[src/rtl/irq_pkg.sv]
package irq_pkg;
  localparam int VEC_W = 16;
  localparam int NFIX  = 5;
  // fixed-order slot index == rank
  localparam int FX_RST = 0;
  localparam int FX_NMI = 1;
  localparam int FX_WDT = 2;
  localparam int FX_ZDV = 3;
  localparam int FX_AMT = 4;
  localparam logic [VEC_W-1:0] V_RST = 16'hFFFE;
  localparam logic [VEC_W-1:0] V_ZDV = 16'hFFFC;
  localparam logic [VEC_W-1:0] V_BRK = 16'hFFFA;
  localparam logic [VEC_W-1:0] V_DBG = 16'hFFF8;
  localparam logic [VEC_W-1:0] V_WDT = 16'hFFF6;
  localparam logic [VEC_W-1:0] V_NMI = 16'hFFF4;
  localparam logic [VEC_W-1:0] V_AMT = 16'hFFCA;
endpackage

[src/rtl/irq_elig.sv]
module irq_elig #(
  parameter int N_MASK = 18,
  parameter int LVL_W  = 3
) (
  input  logic [N_MASK-1:0]       req_i,
  input  logic [N_MASK*LVL_W-1:0] lvl_i,
  input  logic [LVL_W-1:0]        ipl_i,
  input  logic                    ie_i,
  output logic [N_MASK-1:0]       elig_o
);
  for (genvar k = 0; k < N_MASK; k++) begin : g_src
    // level 0 can never exceed ipl, so it is implicitly disabled
    assign elig_o[k] = req_i[k] & ie_i & (lvl_i[k*LVL_W +: LVL_W] > ipl_i);
  end
endmodule

[src/rtl/irq_lvl_arb.sv]
module irq_lvl_arb #(
  parameter int N_MASK = 18,
  parameter int LVL_W  = 3,
  localparam int IDX_W = (N_MASK > 1) ? $clog2(N_MASK) : 1
) (
  input  logic [N_MASK-1:0]       elig_i,
  input  logic [N_MASK*LVL_W-1:0] lvl_i,
  output logic                    found_o,
  output logic [IDX_W-1:0]        idx_o,
  output logic [LVL_W-1:0]        lvl_o
);
  // descending scan with >= : on equal level the lowest index survives
  always_comb begin
    found_o = 1'b0;
    idx_o   = '0;
    lvl_o   = '0;
    for (int k = N_MASK - 1; k >= 0; k--) begin
      if (elig_i[k] && (!found_o || lvl_i[k*LVL_W +: LVL_W] >= lvl_o)) begin
        found_o = 1'b1;
        idx_o   = IDX_W'(k);
        lvl_o   = lvl_i[k*LVL_W +: LVL_W];
      end
    end
  end
endmodule

[src/rtl/irq_fixed_sel.sv]
module irq_fixed_sel
  import irq_pkg::*;
(
  input  logic [NFIX-1:0]  req_i,
  output logic [NFIX-1:0]  grant_o,
  output logic             any_o,
  output logic [VEC_W-1:0] vec_o
);
  assign grant_o = req_i & ~(req_i - NFIX'(1));
  assign any_o   = |req_i;

  always_comb begin
    vec_o = '0;
    unique case (1'b1)
      grant_o[FX_RST]: vec_o = V_RST;
      grant_o[FX_NMI]: vec_o = V_NMI;
      grant_o[FX_WDT]: vec_o = V_WDT;
      grant_o[FX_ZDV]: vec_o = V_ZDV;
      grant_o[FX_AMT]: vec_o = V_AMT;
      default:         vec_o = '0;
    endcase
  end
endmodule

[src/rtl/irq_vec_resolver.sv]
module irq_vec_resolver
  import irq_pkg::*;
#(
  parameter int              N_MASK   = 18,
  parameter int              LVL_W    = 3,
  parameter logic [15:0]     MASK_TOP = 16'hFFF2,
  localparam int             IDX_W    = (N_MASK > 1) ? $clog2(N_MASK) : 1
) (
  input  logic                    clk_i,
  input  logic                    rst_ni,
  input  logic                    rst_req_i,
  input  logic                    nmi_req_i,
  input  logic                    wdt_req_i,
  input  logic                    zdiv_req_i,
  input  logic                    amatch_req_i,
  input  logic [N_MASK-1:0]       irq_req_i,
  input  logic [N_MASK*LVL_W-1:0] irq_lvl_i,
  input  logic [LVL_W-1:0]        ipl_i,
  input  logic                    ie_i,
  output logic                    valid_o,
  output logic [15:0]             vec_o,
  output logic [LVL_W-1:0]        lvl_o,
  output logic                    rst_ack_o,
  output logic                    nmi_ack_o,
  output logic                    wdt_ack_o,
  output logic                    zdiv_ack_o,
  output logic                    amatch_ack_o,
  output logic [N_MASK-1:0]       irq_ack_o
);
  logic [NFIX-1:0]   fix_req, fix_gnt;
  logic              fix_any;
  logic [VEC_W-1:0]  fix_vec;
  logic [N_MASK-1:0] elig;
  logic              m_found;
  logic [IDX_W-1:0]  m_idx;
  logic [LVL_W-1:0]  m_lvl;

  assign fix_req[FX_RST] = rst_req_i;
  assign fix_req[FX_NMI] = nmi_req_i;
  assign fix_req[FX_WDT] = wdt_req_i;
  assign fix_req[FX_ZDV] = zdiv_req_i;
  assign fix_req[FX_AMT] = amatch_req_i;

  irq_fixed_sel u_fix (
    .req_i  (fix_req),
    .grant_o(fix_gnt),
    .any_o  (fix_any),
    .vec_o  (fix_vec)
  );

  irq_elig #(.N_MASK(N_MASK), .LVL_W(LVL_W)) u_elig (
    .req_i (irq_req_i),
    .lvl_i (irq_lvl_i),
    .ipl_i (ipl_i),
    .ie_i  (ie_i),
    .elig_o(elig)
  );

  irq_lvl_arb #(.N_MASK(N_MASK), .LVL_W(LVL_W)) u_arb (
    .elig_i (elig),
    .lvl_i  (irq_lvl_i),
    .found_o(m_found),
    .idx_o  (m_idx),
    .lvl_o  (m_lvl)
  );

  logic              valid_d, valid_q;
  logic [VEC_W-1:0]  vec_d, vec_q;
  logic [LVL_W-1:0]  lvl_d, lvl_q;
  logic [NFIX-1:0]   fack_d, fack_q;
  logic [N_MASK-1:0] mack_d, mack_q;

  always_comb begin
    valid_d = 1'b0;
    vec_d   = '0;
    lvl_d   = '0;
    fack_d  = '0;
    mack_d  = '0;
    if (fix_any) begin
      valid_d = 1'b1;
      vec_d   = fix_vec;
      lvl_d   = '1;
      fack_d  = fix_gnt;
    end else if (m_found) begin
      valid_d = 1'b1;
      vec_d   = MASK_TOP - VEC_W'({m_idx, 1'b0});
      lvl_d   = m_lvl;
      mack_d  = N_MASK'(1) << m_idx;
    end
  end

  always_ff @(posedge clk_i or negedge rst_ni) begin
    if (!rst_ni) begin
      valid_q <= 1'b0;
      vec_q   <= '0;
      lvl_q   <= '0;
      fack_q  <= '0;
      mack_q  <= '0;
    end else begin
      valid_q <= valid_d;
      vec_q   <= vec_d;
      lvl_q   <= lvl_d;
      fack_q  <= fack_d;
      mack_q  <= mack_d;
    end
  end

  assign valid_o      = valid_q;
  assign vec_o        = vec_q;
  assign lvl_o        = lvl_q;
  assign rst_ack_o    = fack_q[FX_RST];
  assign nmi_ack_o    = fack_q[FX_NMI];
  assign wdt_ack_o    = fack_q[FX_WDT];
  assign zdiv_ack_o   = fack_q[FX_ZDV];
  assign amatch_ack_o = fack_q[FX_AMT];
  assign irq_ack_o    = mack_q;

  // one edge out of reset before $past on inputs is meaningful
  logic seen_q;
  always_ff @(posedge clk_i or negedge rst_ni) begin
    if (!rst_ni) seen_q <= 1'b0;
    else         seen_q <= 1'b1;
  end


  ack_onehot_chk: assert property (@(posedge clk_i) disable iff (!rst_ni)
    $onehot0({irq_ack_o, amatch_ack_o, zdiv_ack_o, wdt_ack_o, nmi_ack_o, rst_ack_o}));


  valid_ack_chk: assert property (@(posedge clk_i) disable iff (!rst_ni)
    valid_o == |{irq_ack_o, amatch_ack_o, zdiv_ack_o, wdt_ack_o, nmi_ack_o, rst_ack_o});


  rst_win_chk: assert property (@(posedge clk_i) disable iff (!rst_ni)
    seen_q && $past(rst_req_i) |-> rst_ack_o && vec_o == V_RST);


  nmi_win_chk: assert property (@(posedge clk_i) disable iff (!rst_ni)
    seen_q && $past(nmi_req_i && !rst_req_i) |-> nmi_ack_o && vec_o == V_NMI);


  mask_gate_chk: assert property (@(posedge clk_i) disable iff (!rst_ni)
    seen_q && (|irq_ack_o) |-> $past(ie_i) && lvl_o > $past(ipl_i));


  idle_chk: assert property (@(posedge clk_i) disable iff (!rst_ni)
    seen_q && $past(!(rst_req_i | nmi_req_i | wdt_req_i | zdiv_req_i | amatch_req_i)
                    && (!ie_i || irq_req_i == '0)) |-> !valid_o && vec_o == '0);


  no_reserved_chk: assert property (@(posedge clk_i) disable iff (!rst_ni)
    vec_o != V_BRK && vec_o != V_DBG);
endmodule

[config.mk]
export PLATFORM = sky130hd
export DESIGN_NAME = irq_vec_resolver
export DESIGN_NICKNAME = d
export VERILOG_FILES = /design/src/rtl/irq_pkg.sv /design/src/rtl/irq_elig.sv /design/src/rtl/irq_lvl_arb.sv /design/src/rtl/irq_fixed_sel.sv /design/src/rtl/irq_vec_resolver.sv
export SDC_FILE = /design/constraint.sdc
export NUM_CORES = 1
export LEC_CHECK = 0
export BUFFER_PORTS_ARGS = -buffer_cell sky130_fd_sc_hd__buf_2
export CORE_MARGIN = 3
export CORE_UTILIZATION = 25
export CTS_CLUSTER_DIAMETER = 100
export CTS_CLUSTER_SIZE = 8
export DETAILED_ROUTE_END_ITERATION = 7
export GPL_TIMING_DRIVEN = 0
export PLACE_DENSITY = 0.44
export SYNTH_ARGS = -nofsm -noshare
export SYNTH_HDL_FRONTEND = slang
export SYNTH_SLANG_ARGS = --single-unit
[constraint.sdc]
create_clock -name clk_i -period 0.8 [get_ports clk_i]
set_clock_uncertainty 0.05 [all_clocks]
set_input_delay 0 -clock clk_i [delete_from_list [all_inputs] [get_ports clk_i]]
set_output_delay 0 -clock clk_i [all_outputs]
set_load 0.03 [all_outputs]
==> metrics.md, run 1 <==
| Metric | Value |
|---|---|
| Pleak | 3.96 nW |
| Simple-Gate Fraction of Synth Area | 0.223 |
| Syn Nets | 800 |
| H-tree depth | 2 |
| # DRC | 0 |
| Post-Synth Adder-Cell Area | 0.236 |
| Max-cap violations | 0 |
| Area added between synthesis and finish | 64.6% |
| Root Driver | clkbuf_16 |
| Placer Congestion | 0.818 |
| Post-Synth XOR/XNOR Area | 0.00167 |
| CTS clk-pin slew, worst paths | 0.05 ns |
| Netlist cell types | 92 |
| Post-route antenna net violation count | 0 |
| Final TNS setup | -604.83 ns |
| Chip height | 151 µm |
| Startpoint types | primary input |
| Top cell type's share of synthesized area | 0.232 |
| Nets@finish | 1044 |
| Critical Path Source | ipl_i[1] |
| Drt initial violations | 242 |
| Largest family of logic cells by synthesized area | compound AO/OA/AOI/OAI gates |
| Mapped Area | 5240 µm² |
| ANT cells | 0 |
| Pwr Density | 1540 nW/µm² |
| Drt wl/cell | 17.0 µm |
| Status | complete, but fails checks |
| CP max stage delay | 0.55 ns |
| Worst Hold Class | in2async |
| Failing checks | hold timing, setup timing |
| Largest net degree at the start of global routing | 35 |
| Via count | 5769 |
| Post-synthesis sequential area ratio | 0.162 |
| Area contributors post-synth | ha_1, dfrtp_1, inv_1 |
| DR vias/cell | 5.08 |
| Layout cells sized above 1 | 0.490 |
| CTS Hold Bufs | 2 |
| Most used cell, CP | buf_4 |
| Sink Count | 34 |
| Core area | 20400 µm² |
| FILL cells | 2017 |
| Commonest non-fill, non-tap cell in the layout | buf_4 |
| Crit Path Class | in2reg |
| Ys flop type | dfrtp_1 |
| Ports | 126 |
| Commonest non-fill, non-tap cells in the layout | buf_4, ha_1, buf_2, buf_6, inv_1 |
| Final Hold Fails | 40 |
| Multi-input logic area | 5040 µm² |
| Final Worst Setup Slack | -22.90 ns |
| Initial Util | 0.257 |
| Max rail drop VDD | 0.834 mV |
| RSZ-0062 raised after global routing | yes |
| Worst Tran Pin Value | 1.09 ns |
| Chip width | 151 µm |
| Grt ovf | 0 |
| Post-synthesis async set-or-reset flop share | 1.00 |
| Inserted Clock Buffers | 5 |
| Fmax | 42.2 MHz |
| Vias in the first global route | 5877 |
| Cell row count | 52 |
| GRT Total Usage | 0.163 |
| Part of the cycle the worst path needs | 29.6 |
| Worst-path maximum fanout | 6 |
| Die ar. | 22700 µm² |
| Register area | 852 µm² |
| Worst Hold Slack | -0.252 ns |
| Drt pass-1 iters | 4 |
| Slowest library cell on the worst path | or4b_4 |
| Slew Limit Fails | 0 |
| Worst Path Required | 0.95 ns |
| Avg Cell Area, Syn | 8.45 µm² |
| Data arrival time at the worst-slack endpoint | 23.85 ns |
| Yosys warns | 0 |
| Synth Instances | 620 |
| Worst Setup End Kind | flip-flop |
| DP Wirelength | 13900 µm |
| Post-synth top area cell | ha_1 |
| Relative max-transition margin | 0.271 |
| CTS tree | built |
| FF+latch count, synth | 34 |
| Number of flops mapped to enable cells by yosys | 0 |
| IO buf count | 124 |
| Tmin final | 23.70 ns |
| Finish-stage setup viols | 71 |
| First-pass GRT wire length | 29900 µm |
| Clock buffer depth | 2 |
| Mux contribution to synthesized area | 0.0193 |
| Initial antenna violation count | 0 |
| Post-synthesis compound-gate area fraction | 0.299 |
| Total Routed Length | 19300 µm |
-- critical path: cells and delay by family --
family / cells / cell delay (ns)
compound gates: 56 / 9.76
buf+inv: 26 / 2.94
simple gates: 36 / 6.03
mux: 3 / 0.84
fa+ha+maj: 17 / 4.25
-- repair_timing --
action                     4_1_cts  5_1_grt
setup endpoints to repair       71       74
gates resized for setup        189       47
hold endpoints to repair        46       40
pin swaps                       92       54
buffers inserted                92       25
-- final timing paths --
check / endpoint
worst max-delay path: irq_ack_o[7]
worst min-delay path: fack_q[4]
max in group asynchronous: vec_o[14]
min in group clk_i: fack_q[3]
-- flip-flops by register name, summed over array words and instances, names as in the netlist --
name / flops
fack_q: 5
valid_o: 1
irq_ack_o: 18
vec_o: 7
lvl_o: 3
-- per-stage QoR --
| step | utilization | power (mW) | cells | cell area, µm² | worst slack, ns |
|---|---|---|---|---|---|
| finish | 0.422 | 13.3 | 1135 | 8630 | -22.90 |
| global route | 0.422 | 14.4 | 1135 | 8630 | -24.02 |
| CTS | 0.405 | 12.6 | 1114 | 8270 | -22.59 |
| detailed placement | 0.322 | 8.59 | 1014 | 6580 | -26.10 |
| global placement | 0.322 | 8.44 | 1014 | 6580 | -25.90 |
| floorplan | - | 6.97 | 620 | 5630 | -22.57 |
-- final cells by class --
cell class	count	share of cell area
Multi-Input combinational cell	517	0.584
Sequential cell	34	0.0988
Clock buffer	7	0.0165
Clock inverter	1	0.000580
Inverter	51	0.0239
Buffer	16	0.0194
Timing Repair Buffer	239	0.217
Tap cell	270	0.0392
-- per-layer routing --
layer / wire [µm] / global-route usage / part of all wire
met5: 0 / 0 / 0
met4: 234 / 0.0258 / 0.012
met3: 865 / 0.0102 / 0.045
met2: 9760 / 0.295 / 0.51
met1: 8460 / 0.216 / 0.44
-- kinds of logic (layout without fill, tap and decap cells) --
| logic type | count (synthesis) | after routing |
|---|---|---|
| AO/OA/AOI/OAI | 198 | 198 |
| XOR/XNOR | 1 | 1 |
| adder cells (fa/ha/maj) | 99 | 99 |
| buffers and inverters | 69 | 314 |
| flip-flops | 34 | 34 |
| multiplexers | 9 | 9 |
| other | 1 | 1 |
| AND/OR/NAND/NOR | 209 | 209 |
-- Yosys cell counts (all sizes together) (8+ instances only) --
cell type and instances:
ha 97, inv 51, nor2 48, dfrtp 34
o21ai 34, nand2 28, a21oi 27, nand2b 26
nand3 23, nor2b 20, a21o 16, nor3 14
and2 13, buf 12, o31ai 12, a31oi 11
o21a 11, o2111ai 8, o311a 8
-- where the power goes --
part,switching (mW),leakage [nW],total (mW),internal [mW]
clock network,0.638,0.0739,1.87,1.23
registers,0.0167,0.419,1.77,1.76
logic,4.89,3.47,9.67,4.78
Power figures use the tool's default switching activity.
==> run 2: changes to the inputs <==
- GPL_TIMING_DRIVEN: 0 -> 1
==> run 2 against run 1 <==
Non-clock buffer count rose by 213. Sequential share of layout area down 1.7 points. The run still ends with hold timing, setup timing left. Critical path type unchanged. Power grew 25%. Critical endpoint unchanged. Clock power is 34% higher. Flip-flop and latch count is the same. Via count rose by 15%. Maximum frequency up 3.8%. Combinational power grew 28%. Sequential power hardly changed.
==> metrics.md, run 2 (same netlist as run 1, synthesis figures left out) <==
| Metric | Value |
|---|---|
| Via count | 6620 (was 5769) |
| Multi-input logic area | 5160 µm² (was 5040 µm²) |
| Worst Hold Slack | -0.0680 ns (was -0.252 ns) |
| Crit Path Class | in2reg (unchanged) |
| Failing checks | hold timing, setup timing (unchanged) |
| Commonest non-fill, non-tap cell in the layout | buf_4 (unchanged) |
| Placer Congestion | 0.856 (was 0.818) |
| Initial Util | 0.257 (unchanged) |
| RSZ-0062 raised after global routing | yes (unchanged) |
| Max-cap violations | 0 (unchanged) |
| Post-route antenna net violation count | 0 (unchanged) |
| Core area | 20400 µm² (unchanged) |
| CTS clk-pin slew, worst paths | 0.06 ns (was 0.05 ns) |
| Data arrival time at the worst-slack endpoint | 23.00 ns (was 23.85 ns) |
| CTS Hold Bufs | 5 (was 2) |
| Slew Limit Fails | 0 (unchanged) |
| Area added between synthesis and finish | 98.5% (was 64.6%) |
| Inserted Clock Buffers | 5 (unchanged) |
| IO buf count | 124 (unchanged) |
| Initial antenna violation count | 0 (unchanged) |
| Finish-stage setup viols | 71 (unchanged) |
| CP max stage delay | 0.62 ns (was 0.55 ns) |
| Worst Setup End Kind | flip-flop (unchanged) |
| Cell Area, Placed | 8420 µm² (was 6580 µm²) |
| Worst path buffer plus inverter count | 12 (was 26) |
| Fin cells | 1348 (was 1135) |
| Final TNS setup | -578.20 ns (was -604.83 ns) |
| Largest net degree at the start of global routing | 35 (unchanged) |
| DP Wirelength | 16600 µm (was 13900 µm) |
| Final Hold Fails | 2 (was 40) |
| Ports | 126 (unchanged) |
| Most used cell, CP | nand2b_4 (was buf_4) |
| Largest register FFs | 18 (unchanged) |
| Pleak | 5.03 nW (was 3.96 nW) |
| Placed cell count | 1256 (was 1014) |
| Relative max-transition margin | 0.640 (was 0.271) |
| Chip height | 151 µm (unchanged) |
| Layout cells sized above 1 | 0.609 (was 0.490) |
| Tmin final | 22.84 ns (was 23.70 ns) |
| Register area | 852 µm² (unchanged) |
| Startpoint types | primary input (unchanged) |
| Total Routed Length | 21400 µm (was 19300 µm) |
| H-tree depth | 2 (unchanged) |
| Commonest non-fill, non-tap cells in the layout | buf_4, buf_2, ha_1, buf_6, inv_1 (was buf_4, ha_1, buf_2, buf_6, inv_1) |
| Drt pass-1 iters | 4 (unchanged) |
| CTS tree | built (unchanged) |
| GRT Total Usage | 0.182 (was 0.163) |
| ANT cells | 0 (unchanged) |
| Grt ovf | 0 (unchanged) |
| Final Worst Setup Slack | -22.04 ns (was -22.90 ns) |
| First-pass GRT wire length | 33900 µm (was 29900 µm) |
| Slowest library cell on the worst path | or4b_4 (unchanged) |
| Worst Hold Class | in2reg (was in2async) |
| DR vias/cell | 4.91 (was 5.08) |
| Worst-path maximum fanout | 5 (was 6) |
| Part of the cycle the worst path needs | 28.5 (was 29.6) |
| FILL cells | 1896 (was 2017) |
| Chip width | 151 µm (unchanged) |
| Drt initial violations | 187 (was 242) |
| Worst Path Required | 0.96 ns (was 0.95 ns) |
| CP top delay family | compound AO/OA/AOI/OAI gates (unchanged) |
| Fmax | 43.8 MHz (was 42.2 MHz) |
| # DRC | 0 (unchanged) |
| Vias in the first global route | 7118 (was 5877) |
| Cell row count | 52 (unchanged) |
| Pwr Density | 1600 nW/µm² (was 1540 nW/µm²) |
| Fin util | 0.509 (was 0.422) |
| Max rail drop VDD | 1.04 mV (was 0.834 mV) |
| Die ar. | 22700 µm² (unchanged) |
| Worst Tran Pin Value | 0.537 ns (was 1.09 ns) |
| Root Driver | clkbuf_16 (unchanged) |
| Sink Count | 34 (unchanged) |
| Design area | 10400 µm² (was 8630 µm²) |
| Status | complete, but fails checks (unchanged) |
| Drt wl/cell | 15.9 µm (was 17.0 µm) |
| Clock buffer depth | 2 (unchanged) |
| Nets@finish | 1257 (was 1044) |
==> run 2: cell types whose count changed in the layout (fill, tap and decap cells not counted), sizes merged <==
cell | previous run | this run
buf | 250 | 463
clkbuf | 10 | 5
bufinv | 0 | 2
dlygate4sd3 | 1 | 3
clkinv | 2 | 1
dlymetal6s4s | 1 | 2
inv | 48 | 49
==> run 2: power by group <==
part           leakage, nW  internal (mW)  switching [mW]
clock               0.0940           1.79           0.720
combinational         4.52           6.89            5.46
sequential           0.419           1.75          0.0183
total                 5.03           10.4            6.20
==> run 2: metal layers <==
metal	vias up	global-route usage	routed length, µm	share of wire
met5	-	0	0	0
li1	3282	-	-	-
met4	0	0.0272	197	0.0092
met2	115	0.342	11200	0.52
met3	16	0.0147	573	0.027
met1	3207	0.230	9450	0.44
==> run 2: path summary, 6_finish.rpt <==
kind,start,slack (ns),to,cells after the start
min in group asynchronous,rst_ni,0.17,lvl_o[0],3
max in group asynchronous,rst_ni,0.34,vec_o[14],3
worst min-delay path,irq_lvl_i[0],-0.07,lvl_o[0],2
worst max-delay path,ipl_i[1],-22.04,irq_ack_o[7],134
==> run 2: per-stage QoR <==
step | total power [mW] | setup WS [ns]
after floorplan | 6.97 | -22.57
after global placement | 10.8 | -22.36
after detailed placement | 11.0 | -23.01
after CTS | 15.1 | -21.69
after global routing | 17.8 | -23.31
final | 16.6 | -22.04
==> run 2: what timing repair did <==
| action | in CTS | in global routing |
|---|---|---|
| setup endpoints to repair | 71 | 73 |
| pin swaps | 92 | 86 |
| resized for setup | 168 | 84 |
| buffers inserted | 54 | 27 |
| hold endpoints to repair | 39 | 2 |
==> run 2: layout make-up <==
class	count	area share
multi-input combinational	517	0.496
timing repair buffer	468	0.352
sequential	34	0.0819
tap	270	0.0325
inverter	51	0.0194
clock buffer	5	0.0120
clock inverter	3	0.00661
